<file path="src/rtl/sat_muladd.sv">
module sat_muladd #(
  parameter int PAIRS = 2,
  parameter int AW = 4,
  parameter int BW = 4,
  parameter int SUM_W = 10,
  parameter int OUT_LSB = 2,
  parameter int OUT_MSB = 6,
  parameter int SAT_MODE = 1,
  parameter bit ROUND_EN = 1,
  parameter bit ACCUM_EN = 0,
  parameter bit SHIFT_IN = 0,
  parameter bit CHAIN_EN = 1,
  parameter bit IN_REG = 1,
  parameter bit MUL_REG = 1,
  parameter bit ADD_REG = 1,
  parameter bit OUT_REG = 1,
  parameter bit SHOUT_REG = 0,
  parameter bit USE_ENA = 1,
  parameter bit USE_ACLR = 1,
  parameter bit ACLR_OR_GLOBAL = 1
) (
  input  logic                       clk,
  input  logic                       glob_clr,
  input  logic                       aclr,
  input  logic                       ena,
  input  logic [PAIRS*AW-1:0]        a_in,
  input  logic [PAIRS*BW-1:0]        b_in,
  input  logic [SUM_W-1:0]           chain_in,
  output logic [OUT_MSB-OUT_LSB:0]   result,
  output logic                       clamped,
  output logic [SUM_W-1:0]           chain_out,
  output logic [AW-1:0]              shift_out
);
  localparam int PW = AW + BW;
  localparam int OW = OUT_MSB - OUT_LSB + 1;
  localparam int RW = SUM_W + 1 - OUT_LSB;
  localparam bit IN_R = IN_REG || SHIFT_IN;
  localparam bit ADD_R = ADD_REG || ACCUM_EN;
  localparam logic signed [SUM_W:0] RND = ROUND_EN ? (SUM_W+1)'(1 << (OUT_LSB - 1)) : '0;
  localparam logic signed [RW-1:0] HI = RW'((1 << (OW - 1)) - 1);
  localparam logic signed [RW-1:0] LO = (SAT_MODE == 2) ? -HI - 1 : -HI;

  if (ROUND_EN && SAT_MODE == 0) begin : g_err_round
    $error("sat_muladd: rounding requires a saturating mode");
  end
  if (2*PAIRS < 4 || 2*PAIRS > 8) begin : g_err_pairs
    $error("sat_muladd: operand count must be 4 to 8");
  end
  if (OUT_MSB >= SUM_W || OUT_LSB < (ROUND_EN ? 1 : 0) || OUT_MSB <= OUT_LSB || SUM_W <= PW) begin : g_err_field
    $error("sat_muladd: output field does not fit the sum");
  end

  logic clr_i, ce;
  assign clr_i = USE_ACLR ? (aclr | (ACLR_OR_GLOBAL & glob_clr)) : glob_clr;
  assign ce = !USE_ENA || ena;

  logic [PAIRS-1:0][AW-1:0] a_src, a_s;
  logic [PAIRS-1:0][BW-1:0] b_s;
  logic [PAIRS-1:0][PW-1:0] p_c, p_s;
  logic [SUM_W-1:0] acc_fb, sum_c, add_s, csum;

  always_comb begin
    a_src = a_in;
    if (SHIFT_IN)
      for (int i = 1; i < PAIRS; i++) a_src[i] = a_s[i-1];
  end

  if (IN_R) begin : g_in_r
    always_ff @(posedge clk or posedge clr_i)
      if (clr_i) begin
        a_s <= '0;
        b_s <= '0;
      end else if (ce) begin
        a_s <= a_src;
        b_s <= b_in;
      end
  end else begin : g_in_c
    assign a_s = a_src;
    assign b_s = b_in;
  end

  always_comb
    for (int i = 0; i < PAIRS; i++) p_c[i] = PW'($signed(a_s[i]) * $signed(b_s[i]));

  if (MUL_REG) begin : g_mul_r
    always_ff @(posedge clk or posedge clr_i)
      if (clr_i) p_s <= '0;
      else if (ce) p_s <= p_c;
  end else begin : g_mul_c
    assign p_s = p_c;
  end

  if (ACCUM_EN) begin : g_acc
    assign acc_fb = add_s;
  end else begin : g_noacc
    assign acc_fb = '0;
  end

  always_comb begin
    sum_c = acc_fb;
    for (int i = 0; i < PAIRS; i++) sum_c = sum_c + SUM_W'($signed(p_s[i]));
  end

  if (ADD_R) begin : g_add_r
    always_ff @(posedge clk or posedge clr_i)
      if (clr_i) add_s <= '0;
      else if (ce) add_s <= sum_c;
  end else begin : g_add_c
    assign add_s = sum_c;
  end

  assign csum = add_s + (CHAIN_EN ? chain_in : '0);

  logic signed [RW-1:0] sh;
  logic hi_x, lo_x;
  logic [OW-1:0] sat_v;
  assign sh = RW'(($signed({csum[SUM_W-1], csum}) + RND) >>> OUT_LSB);
  assign hi_x = (SAT_MODE != 0) && (sh > HI);
  assign lo_x = (SAT_MODE != 0) && (sh < LO);
  assign sat_v = hi_x ? HI[OW-1:0] : lo_x ? LO[OW-1:0] : sh[OW-1:0];

  if (OUT_REG) begin : g_out_r
    always_ff @(posedge clk or posedge clr_i)
      if (clr_i) begin
        result <= '0;
        clamped <= 1'b0;
        chain_out <= '0;
      end else if (ce) begin
        result <= sat_v;
        clamped <= hi_x | lo_x;
        chain_out <= csum;
      end
  end else begin : g_out_c
    assign result = sat_v;
    assign clamped = hi_x | lo_x;
    assign chain_out = csum;
  end

  if (SHOUT_REG) begin : g_sho_r
    always_ff @(posedge clk or posedge clr_i)
      if (clr_i) shift_out <= '0;
      else if (ce) shift_out <= a_s[PAIRS-1];
  end else begin : g_sho_c
    assign shift_out = a_s[PAIRS-1];
  end
endmodule


</file>
<file path="config.mk">
export PLATFORM = sky130hd
export DESIGN_NAME = sat_muladd
export DESIGN_NICKNAME = d
export VERILOG_FILES = /design/src/rtl/sat_muladd.sv
export SDC_FILE = /design/constraint.sdc
export NUM_CORES = 1
export LEC_CHECK = 0
export ABC_CLOCK_PERIOD_IN_PS = 13230
export BUFFER_PORTS_ARGS = -buffer_cell sky130_fd_sc_hd__buf_4
export CORE_ASPECT_RATIO = 1.75
export CORE_MARGIN = 10
export CORE_UTILIZATION = 55
export CTS_CLUSTER_SIZE = 10
export DETAILED_ROUTE_END_ITERATION = 12
export PLACE_DENSITY = 0.85
export SYNTH_ARGS = -nofsm -noshare
export SYNTH_HDL_FRONTEND = slang
export SYNTH_SLANG_ARGS = --single-unit
</file>
<file path="constraint.sdc">
create_clock -name clk -period 13.23 [get_ports clk]
set_clock_uncertainty 0.1 [all_clocks]
set_input_delay 3.3075 -clock clk [delete_from_list [all_inputs] [get_ports clk]]
set_output_delay 3.3075 -clock clk [all_outputs]
set_load 0.02 [all_outputs]
</file>
==> metrics.yaml, run 1 <==
status: "finished, final reports clean"
cts.sinks: 57
avgSynthCellArea_um2: 10.5
wl_per_cell_um: 18.1
post-synth-top-count-cell: "dfrtp_1"
synth_top_area_share_pct: 32.8
die_area_um2: 12000
r2r-end: "p_s[7]$_DFFE_PP0P_"
busiest_layer: "met2"
finalSetupTns_ps: 0
setup_ws_ps: 7340
floorplan.initialDensity_pct: 57.1
met3_usage_pct: 4.44
period_share_pct: 44.5
syn-cell-area_um2: 4350
relSlewSlack_pct: 50.2
peakVddDrop_uv: 120
synth_top_flop_cell: "dfrtp_1"
grtUsageMet2_pct: 32.0
nets: 554
place.port_buffers: 49
p_leak_nw: 2.48
rows: 42
rr_worst_depth: 13
dpl_worst_slack_ps: 7090
path_clk_slew_ps: 50
grt_use_total_pct: 17.5
drive_above_1_share_pct: 24.6
insertedDiodeCount: 0
yosys-top-cells-area: "dfrtp_1 33%, ha_1 12%, fa_1 9.2%"
wl_um: 10100
cts_tree: "built"
endpoint_kind: "register"
grtUsageMet1_pct: 16.5
cp_max_fo: 6
clk_latency_ps: 330
ff2ff_setup_slack_ps: 9560
grt_pass1_vias: 3678
slew_viol_final: 0
path_class: "in2reg"
synth_edf_count: 0
synth_common_cells: "57 x dfrtp_1, 50 x inv_1, 42 x ha_1"
synth_seq_cells: 57
grt_max_degree: 68
p_per_area_nw_per_um2: 251
fillers: 566
dp_hpwl_um: 7350
drtIter0Drc: 190
die_x_um: 87.2
remaining_drc_errors: 0
cts-root-buf: "clkbuf_16"
post_cts_buffers: 0
finalCriticalPeriod_ps: 5890
areaGrowthSynthToFinish_pct: 17.7
gp_congestion: 0.866
cts.path.max_buffers: 2
worst_slew_pin_slew_ps: 746
die_h_um: 138
ys_warn_count: 0
hp-class: "reg2reg"
max-cap-violations: 0
setup-violations-final: 0
synthDistinctLibCells: 63
ys_seq_area_share_pct: 32.8
stdcell_count: 555
async_reset_ff_share_pct: 100
cts_resized: 0
power_mw: 1.28
cp.arrival_ps: 6010
worstSetupStartpointType: "primary input"
h-tree-depth: 3
cp.required_ps: 13350
finalHoldViolations: 0
routed-via-count: 3275
cp-startpoint: "chain_in[0]"
cts_hold_buf: 0
first_pass_iters: 5
rsz0062_at_grt: "no"
r2r_start: "a_s[0]$_DFFE_PP0P_"
grt_pass1_wl_um: 16700
syn_nets: 506
grt-ovfl-total: 0
ant_nets: 0
antenna_found_initial: 0
yosysTopAreaCell: "dfrtp_1"
routed_via_density: 5.90
hold_ws_ps: 385
cts_made_buffers: 9
dp_cells: 539
endpoint: "result[0]$_DFFE_PP0P_"
core_area_um2: 7620
pin_count: 50
fmax_ghz: 0.170
syn_inst: 414
## where the power goes
group	internal, mW	leakage, nW	switching [mW]
Clock	0.202	0.176	0.0805
Combinational	0.321	1.61	0.396
Sequential	0.239	0.701	0.0440
Total	0.762	2.48	0.521
## cells by family after synthesis
group                      share of synthesized area [%]
buffers and inverters                               6.21
and+or+nand+nor                                     10.6
xor gates and xnor gates                            5.43
muxes                                               8.54
AOI/OAI and AO/OA                                   15.2
adders and majority gates                           21.3
DFF                                                 32.8
## worst min-delay path by stage
| stage | from | to | slack, ps | depth (start not counted) |
|---|---|---|---|---|
| detailed placement | result[4]$_DFFE_PP0P_ | result[4]$_DFFE_PP0P_ | 380 | 1 |
| floorplan | add_s[4]$_DFFE_PP0P_ | add_s[4]$_DFFE_PP0P_ | 360 | 2 |
| finish | chain_out[7]$_DFFE_PP0P_ | chain_out[7]$_DFFE_PP0P_ | 390 | 1 |
| global placement | add_s[4]$_DFFE_PP0P_ | add_s[4]$_DFFE_PP0P_ | 370 | 2 |
| CTS | chain_out[7]$_DFFE_PP0P_ | chain_out[7]$_DFFE_PP0P_ | 390 | 1 |
| global route | result[4]$_DFFE_PP0P_ | result[4]$_DFFE_PP0P_ | 400 | 1 |
## worst max-delay path, cell delays in order
cell	delay (ps)
buf_4	80
ha_1	240
inv_1	80
fa_1	400
nor2b_1	190
o2111ai_1	160
and2_1	190
a21oi_1	440
a41oi_1	360
and3_4	300
o32a_1	270
## cells in the final DEF (no fill, tap or decap), types with 13 or more instances in the layout
cell type / n
nor2_1: 13
fa_1: 20
dfrtp_1: 57
ha_1: 42
mux2_2: 33
xnor2_1: 22
o21ai_0: 14
inv_1: 50
a21oi_1: 19
buf_4: 50
nand2_1: 26
## metrics by stage
stage | utilization [%] | instance area [um^2]
final | 67.2 | 5120
after global routing | 67.2 | 5120
after CTS | 67.2 | 5120
after detailed placement | 62.5 | 4760
after global placement | 62.5 | 4760
after floorplan | - | 4350
## sequential cells by signal, indices dropped and copies added (netlist names)
signal	flops
result	5
a_s	4
chain_out	10
clamped	1
shift_out	4
b_s	8
p_s	16
add_s	9
## layer usage
| layer | share of wire (%) | vias up |
|---|---|---|
| li1 | - | 1536 |
| met1 | 35 | 1591 |
| met2 | 56 | 111 |
| met3 | 4.6 | 37 |
| met4 | 4.7 | 0 |
| met5 | 0 | - |
## area by class of cell
cell class	count	area, um^2	share of cell area, %
clock buffer	10	229	4.47
multi-input combinational	294	2660	52.0
inverter	50	188	3.66
tap	88	110	2.15
clock inverter	6	130	2.54
timing repair buffer	50	375	7.33
sequential	57	1430	27.9
No activity file was read; power rests on OpenSTA's default activity.
==> run 2: changes to the inputs <==
==> config.mk (replaced) <==
export PLATFORM = sky130hd
export DESIGN_NAME = sat_muladd
export DESIGN_NICKNAME = d
export VERILOG_FILES = /design/src/rtl/sat_muladd.sv
export SDC_FILE = /design/constraint.sdc
export NUM_CORES = 1
export LEC_CHECK = 0
export ABC_CLOCK_PERIOD_IN_PS = 5200
export BUFFER_PORTS_ARGS = -buffer_cell sky130_fd_sc_hd__buf_4
export CORE_ASPECT_RATIO = 1.75
export CORE_MARGIN = 10
export CORE_UTILIZATION = 54
export CTS_CLUSTER_SIZE = 10
export DETAILED_ROUTE_END_ITERATION = 12
export PLACE_DENSITY = 0.87
export SYNTH_ARGS = -nofsm -noshare
export SYNTH_HDL_FRONTEND = slang
export SYNTH_SLANG_ARGS = --single-unit
==> constraint.sdc (replaced) <==
create_clock -name clk -period 5.2 [get_ports clk]
set_clock_uncertainty 0.1 [all_clocks]
set_input_delay 1.3 -clock clk [delete_from_list [all_inputs] [get_ports clk]]
set_output_delay 1.3 -clock clk [all_outputs]
set_load 0.02 [all_outputs]
==> run 2 against run 1 <==
Effect of this change:
- final area is 0.98% lower
- non-clock buffer count stayed put
- clock power is 110% higher
- final cell count is 0.36% higher
- critical path depth stayed put
- largest cell class unchanged
- largest power group unchanged
==> metrics.yaml, run 2 (synthesis gave the netlist of run 1 again) <==
setup_ws_ps: 1330  # -6000 ps
remaining_drc_errors: 0  # unchanged
cpPeakStageDelay_ps: 400  # -40 ps
cts_tree: "built"
rows: 43  # +2.4%
nets: 554  # unchanged
worst_slew_pin_slew_ps: 1060  # +316 ps
cts-root-buf: "clkbuf_16"
p_per_area_nw_per_um2: 620  # +150%
grt_max_degree: 68  # unchanged
die_area_um2: 12200  # +1.5%
grt-ovfl-total: 0  # unchanged
core_area_um2: 7910  # +3.8%
cp.buffers_inverters: 2  # unchanged
fmax_ghz: 0.259
p_comb_share_pct: 57.7  # +1.8 points
utilization_pct: 64.1  # -3.1 points
finalCriticalPeriod_ps: 3870
grt_pass1_wl_um: 16600  # -0.74%
power_switching_mw: 1.33  # +160%
holdPathStages: 1  # unchanged
ant_nets: 0  # unchanged
wl_um: 9930  # -1.2%
path_cells: "buf_4 > ha_1 > inv_1 > fa_1 > nor2b_1 > o22ai_1 > xnor2_1 > nand3_1 > a311oi_1 > a311oi_2 > o32a_1"
finalSetupTns_ps: 0  # unchanged
placed_area_um2: 4760  # about the same
finalHoldViolations: 0  # unchanged
cp_max_fo: 6  # unchanged
peakVddDrop_uv: 247  # +110%
path_class: "in2reg"
hold_ws_ps: 417  # +31.8 ps
cts.path.max_buffers: 2  # unchanged
p_leak_nw: 2.45  # -1.3%
path_delay_family: "compound AO/OA/AOI/OAI gates"
cp_slowest_cell: "fa_1"
areaGrowthSynthToFinish_pct: 16.5
max-cap-violations: 0  # unchanged
seqPwrFrac_pct: 23.3  # +1.2 points
cp.arrival_ps: 3980  # -2030 ps
routed-via-count: 3277  # +0.061%
floorplan.initialDensity_pct: 55.0  # -2.1 points
rsz0062_at_grt: "no"
busiest_layer: "met2"
clk_latency_ps: 330  # about the same
largest_reg_flops: 16  # unchanged
grtUsageMet2_pct: 31.7  # -0.33 points
final_cell_mix: "57 x dfrtp_1, 50 x inv_1, 50 x buf_4"
cts_hold_buf: 0  # unchanged
first_pass_iters: 4  # -1
grt_use_total_pct: 16.8  # -0.64 points
hp-class: "reg2reg"
post_cts_buffers: 0  # unchanged
pin_count: 50  # unchanged
grtUsageMet1_pct: 16.4  # -0.13 points
die_h_um: 139  # +0.79%
design_area_um2: 5070  # -0.98%
cts.sinks: 57  # unchanged
gp_congestion: 0.884  # +2.1%
p_clk_share_pct: 19.0  # -3.0 points
largest-register: "p_s"
power.internal_mw: 1.81  # +140%
worstSetupStartpointType: "primary input"
routed_via_density: 5.88  # -0.30%
period_share_pct: 74.3
top_regs: "p_s: 16 flops, chain_out: 10 flops, add_s: 9 flops"
wl_per_cell_um: 17.8  # -1.6%
place.port_buffers: 49  # unchanged
stdcell_count: 557  # +0.36%
p_sw_share_pct: 42.4  # +1.8 points
rr_worst_depth: 13  # unchanged
path_clk_slew_ps: 50  # about the same
final_common_cell: "dfrtp_1"
die_x_um: 87.9  # +0.71%
cts_made_buffers: 9  # unchanged
cp.required_ps: 5310  # -8040 ps
cts_resized: 0  # unchanged
insertedDiodeCount: 0  # unchanged
h-tree-depth: 3  # unchanged
dpl_worst_slack_ps: 1070  # -6020 ps
endpoint_kind: "register"
relSlewSlack_pct: 29.0  # -21 points
drtIter0Drc: 211  # +11%
status: "finished, final reports clean"
grt_pass1_vias: 3528  # -4.1%
path_depth: 11  # unchanged
drive_above_1_share_pct: 24.8  # +0.21 points
met3_usage_pct: 2.41  # -2.0 points
power_mw: 3.14  # +150%
setup-violations-final: 0  # unchanged
dp_cells: 541  # +0.37%
antenna_found_initial: 0  # unchanged
slew_viol_final: 0  # unchanged
dp_hpwl_um: 7410  # +0.83%
[run 2: cell count changes in the layout (fill, tap and decap cells not counted)]
cell / previous run / this run
bufinv_16: 4 / 1
clkbuf_1: 1 / 0
clkbuf_8: 0 / 1
clkinv_2: 2 / 1
clkinv_4: 0 / 2
clkinvlp_4: 0 / 2
[run 2: worst paths after layout]
check | from | to | slack [ps]
worst min-delay path | result[2]$_DFFE_PP0P_ | result[2]$_DFFE_PP0P_ | 420
max in group asynchronous | glob_clr | p_s[0]$_DFFE_PP0P_ | 2920
worst max-delay path | chain_in[0] | result[0]$_DFFE_PP0P_ | 1330
min in group asynchronous | aclr | add_s[0]$_DFFE_PP0P_ | 1190
worst max register to register | a_s[0]$_DFFE_PP0P_ | p_s[7]$_DFFE_PP0P_ | 1560
worst min register to register | result[2]$_DFFE_PP0P_ | result[2]$_DFFE_PP0P_ | 420
[run 2: metal layers]
layer  routed length [um]  part of all wire (%)
met5                    0                     0
met4                  390                   3.9
met3                  316                   3.2
met2                 5720                    58
met1                 3510                    35
[run 2: cell type report]
cell class / instances / area, um^2
inverter: 50 / 188
timing repair buffer: 50 / 375
clock inverter: 6 / 67.6
fill: 630 / 2840
multi-input combinational: 294 / 2660
sequential: 57 / 1430
tap: 90 / 113
clock buffer: 10 / 239
[run 2: power by group through the flow]
stage,sequential (mW),combinational (mW),clock [mW]
final,0.733,1.81,0.597
after global routing,0.746,2.00,0.620
after CTS,0.730,1.81,0.604
after detailed placement,0.731,1.76,0
after global placement,0.724,1.70,0
after floorplan,0.763,1.30,0
==> run 3: changes to the inputs <==
==> config.mk (replaced) <==
export PLATFORM = sky130hd
export DESIGN_NAME = sat_muladd
export DESIGN_NICKNAME = d
export VERILOG_FILES = /design/src/rtl/sat_muladd.sv
export SDC_FILE = /design/constraint.sdc
export NUM_CORES = 1
export LEC_CHECK = 0
export ABC_AREA = 1
export ABC_CLOCK_PERIOD_IN_PS = 3650
export BUFFER_PORTS_ARGS = -buffer_cell sky130_fd_sc_hd__buf_4
export CORE_ASPECT_RATIO = 1.75
export CORE_MARGIN = 10
export CORE_UTILIZATION = 55
export CTS_CLUSTER_SIZE = 10
export DETAILED_ROUTE_END_ITERATION = 12
export PLACE_DENSITY = 0.85
export SYNTH_ARGS = -nofsm -noshare
export SYNTH_HDL_FRONTEND = slang
export SYNTH_SLANG_ARGS = --single-unit
==> constraint.sdc (replaced) <==
create_clock -name clk -period 3.65 [get_ports clk]
set_clock_uncertainty 0.1 [all_clocks]
set_input_delay 0.9125 -clock clk [delete_from_list [all_inputs] [get_ports clk]]
set_output_delay 0.9125 -clock clk [all_outputs]
set_load 0.02 [all_outputs]
==> run 3 against run 2 <==
Effect of this change:
- the flow now finishes with violations (setup timing)
- routed wire length increased by 2.8%
- clock-buffer cell count up 5
- via count up 14%
- hold slack worse by 42 ps
- die area hardly changed
- setup slack worse by 1400 ps
- non-clock buffer count is 18 higher
- largest cell class unchanged
- largest power group unchanged
- highest routed layer unchanged
==> metrics.yaml, run 3 <==
status: "finished with violations"
violations: "setup timing"
utilization_pct: 67.3  # +3.2 points
grt-ovfl-total: 0  # unchanged
place.port_buffers: 49  # unchanged
syn_inst: 564  # +36%
cts_hold_buf: 0  # unchanged
path_cells: "inv_2 > nand2_2 > fa_1 > fa_1 > fa_1 > inv_1 > ha_2 > inv_2 > fa_2 > or2_4 > nand2_2 > a21oi_2 > xor2_1 > xnor2_1 > o21ai_1"
multi_input_comb_area_um2: 2600  # -2.3%
ff_latch_area_um2: 1430  # unchanged
ys_warn_count: 0  # unchanged
finalCriticalPeriod_ps: 3730
finalHoldViolations: 0  # unchanged
synth_fa_ha_area_share_pct: 20.9  # -0.40 points
antenna_found_initial: 0  # unchanged
largest_reg_flops: 16  # unchanged
relSlewSlack_pct: 52.3  # +23 points
grt_pass1_wl_um: 16900  # +1.9%
top_regs: "p_s: 16 flops, chain_out: 10 flops, add_s: 9 flops"
p_comb_share_pct: 53.2  # -4.5 points
ant_nets: 0  # unchanged
cp.arrival_ps: 3810  # -170 ps
fmax_ghz: 0.268
dp_hpwl_um: 7560  # +2.0%
power_switching_mw: 1.72  # +29%
syn-cell-area_um2: 4430  # +1.9%
synth_compound_area_share_pct: 7.36  # -7.8 points
worst_slew_pin_slew_ps: 715  # -347 ps
final_cell_mix: "178 x nand2_1, 87 x inv_1, 68 x buf_4"
p_leak_nw: 3.01  # +23%
first_pass_iters: 4  # unchanged
gp_congestion: 0.914  # +3.4%
cts_tree: "built"
synth_top_area_share_pct: 32.2  # -0.61 points
cts.path.max_buffers: 2  # unchanged
pin_count: 50  # unchanged
wl_um: 10200  # +2.8%
avgSynthCellArea_um2: 7.86  # -25%
path_class: "reg2reg"
cpPeakStageDelay_ps: 530  # +130 ps
final_common_cell: "nand2_1"
p_sw_share_pct: 43.1  # +0.69 points
fillers: 620  # -1.6%
insertedDiodeCount: 0  # unchanged
worstSetupStartpointType: "register"
yosysTopAreaCell: "dfrtp_1"
cts-root-buf: "clkbuf_16"
power.internal_mw: 2.27  # +26%
core_area_um2: 7910  # unchanged
rsz0062_at_grt: "yes"
yosys.area_share.simple_pct: 26.3  # +16 points
p_per_area_nw_per_um2: 750  # +21%
synth_seq_cells: 57  # unchanged
crit_top_cell: "fa_1"
dpl_worst_slack_ps: -105  # -1180 ps
die_area_um2: 12200  # about the same
rows: 43  # unchanged
grt_use_total_pct: 17.2  # +0.32 points
cp_max_fo: 2  # -4
routed_via_density: 5.20  # -12%
largest-register: "p_s"
yosys-top-cells-area: "dfrtp_1 32%, nand2_1 15%, ha_1 12%"
grt_max_degree: 67  # -1.5%
synthMuxAreaShare_pct: 0  # -8.5 points
floorplan.initialDensity_pct: 56.1  # +1.0 points
slew_viol_final: 0  # unchanged
nets: 719  # +30%
areaGrowthSynthToFinish_pct: 20.1
cts.sinks: 57  # unchanged
ys_seq_area_share_pct: 32.2  # -0.61 points
endpoint_kind: "register"
hp-class: "reg2reg"
p_clk_share_pct: 22.6  # +3.6 points
h-tree-depth: 3  # unchanged
wl_per_cell_um: 14.1  # -21%
post-synth-top-count-cell: "nand2_1"
clk_latency_ps: 330  # about the same
path_clk_slew_ps: 50  # about the same
synth_top_flop_cell: "dfrtp_1"
synth_edf_count: 0  # unchanged
async_reset_ff_share_pct: 100  # unchanged
synth_common_cells: "181 x nand2_1, 90 x inv_1, 57 x dfrtp_1"
drive_above_1_share_pct: 21.5  # -3.3 points
seqPwrFrac_pct: 24.2  # +0.9 points
synth_xor_area_share_pct: 3.36  # -2.1 points
setup_ws_ps: -78.4  # -1410 ps
cp.required_ps: 3730  # -1580 ps
synth_top_family_by_area: "simple AND/OR/NAND/NOR gates"
remaining_drc_errors: 0  # unchanged
grt_pass1_vias: 3937  # +12%
cts_made_buffers: 9  # unchanged
routed-via-count: 3751  # +14%
setup-violations-final: 1  # +1
die_x_um: 87.9  # about the same
syn_nets: 656  # +30%
cp_slowest_cell: "fa_1"
synthDistinctLibCells: 33  # -48%
max-cap-violations: 0  # unchanged
period_share_pct: 102
die_h_um: 139  # about the same
drtIter0Drc: 108  # -49%
peakVddDrop_uv: 381  # +54%
## run 3: kinds of logic (layout without fill, tap and decap cells)
| group | count (synthesis) | count (layout) |
|---|---|---|
| AOI/OAI and AO/OA | 59 | 59 |
| xor gates and xnor gates | 17 | 17 |
| adders and majority gates | 62 | 62 |
| buffers and inverters | 109 | 177 |
| DFF | 57 | 57 |
| and+or+nand+nor | 260 | 260 |
## run 3: area by class of cell
| class | instances | share of cell area [%] |
|---|---|---|
| Multi-Input combinational cell | 398 | 48.8 |
| Timing Repair Buffer | 68 | 9.58 |
| Clock buffer | 15 | 5.59 |
| Sequential cell | 57 | 26.8 |
| Inverter | 93 | 6.55 |
| Clock inverter | 1 | 0.564 |
| Tap cell | 90 | 2.11 |
## run 3: through the flow
stage | std cells | instance area, um^2 | power [mW] | hold WS (ps) | TNS [ps]
2_1_floorplan | 564 | 4440 | 2.52 | 346 | 0
3_3_place_gp | 700 | 4930 | 2.98 | 361 | 0
3_5_place_dp | 700 | 4930 | 3.07 | 365 | -199
4_1_cts | 718 | 5270 | 4.00 | 378 | -31.3
5_1_grt | 722 | 5330 | 4.35 | 392 | -293
6_report | 722 | 5330 | 4.00 | 375 | -78.4
## run 3: power by group through the flow
| stage | Combinational [mW] | Sequential, mW | Clock [mW] |
|---|---|---|---|
| 2_1_floorplan | 1.48 | 1.05 | 0 |
| 3_3_place_gp | 2.02 | 0.962 | 0 |
| 3_5_place_dp | 2.09 | 0.976 | 0 |
| 4_1_cts | 2.12 | 0.967 | 0.910 |
| 5_1_grt | 2.42 | 0.991 | 0.943 |
| 6_report | 2.13 | 0.968 | 0.903 |
## run 3: repair_timing
action / in CTS / in global routing
setup endpoints to repair: 2 / 2
pin swaps: 5 / 10
resized for setup: 3 / 12
setup buffers: 2 / 4
## run 3: path summary, 6_finish.rpt
path | start | endpoint | slack, ps | cells after the start
min in group asynchronous | aclr | add_s[5]$_DFFE_PP0P_ | 730 | 3
max reg2reg | a_s[0]$_DFFE_PP0P_ | p_s[7]$_DFFE_PP0P_ | -80 | 15
min reg2reg | p_s[3]$_DFFE_PP0P_ | p_s[3]$_DFFE_PP0P_ | 370 | 2
max in group asynchronous | glob_clr | b_s[1]$_DFFE_PP0P_ | 2220 | 3
max | a_s[0]$_DFFE_PP0P_ | p_s[7]$_DFFE_PP0P_ | -80 | 15
min | p_s[3]$_DFFE_PP0P_ | p_s[3]$_DFFE_PP0P_ | 370 | 2
## run 3: worst max-delay path, delay by kind of cell, from the launching register on
family	cells	cell delay, ps
buffers and inverters	3	180
AOI/OAI and AO/OA	2	130
xor gates and xnor gates	2	390
DFF	1	380
adders and majority gates	5	1980
and+or+nand+nor	3	400
## run 3: per-layer routing
metal	track usage [%]	part of all wire [%]
met5	0	0
met4	10.2	5.1
met3	3.88	4.5
met2	31.6	55
met1	16.1	36
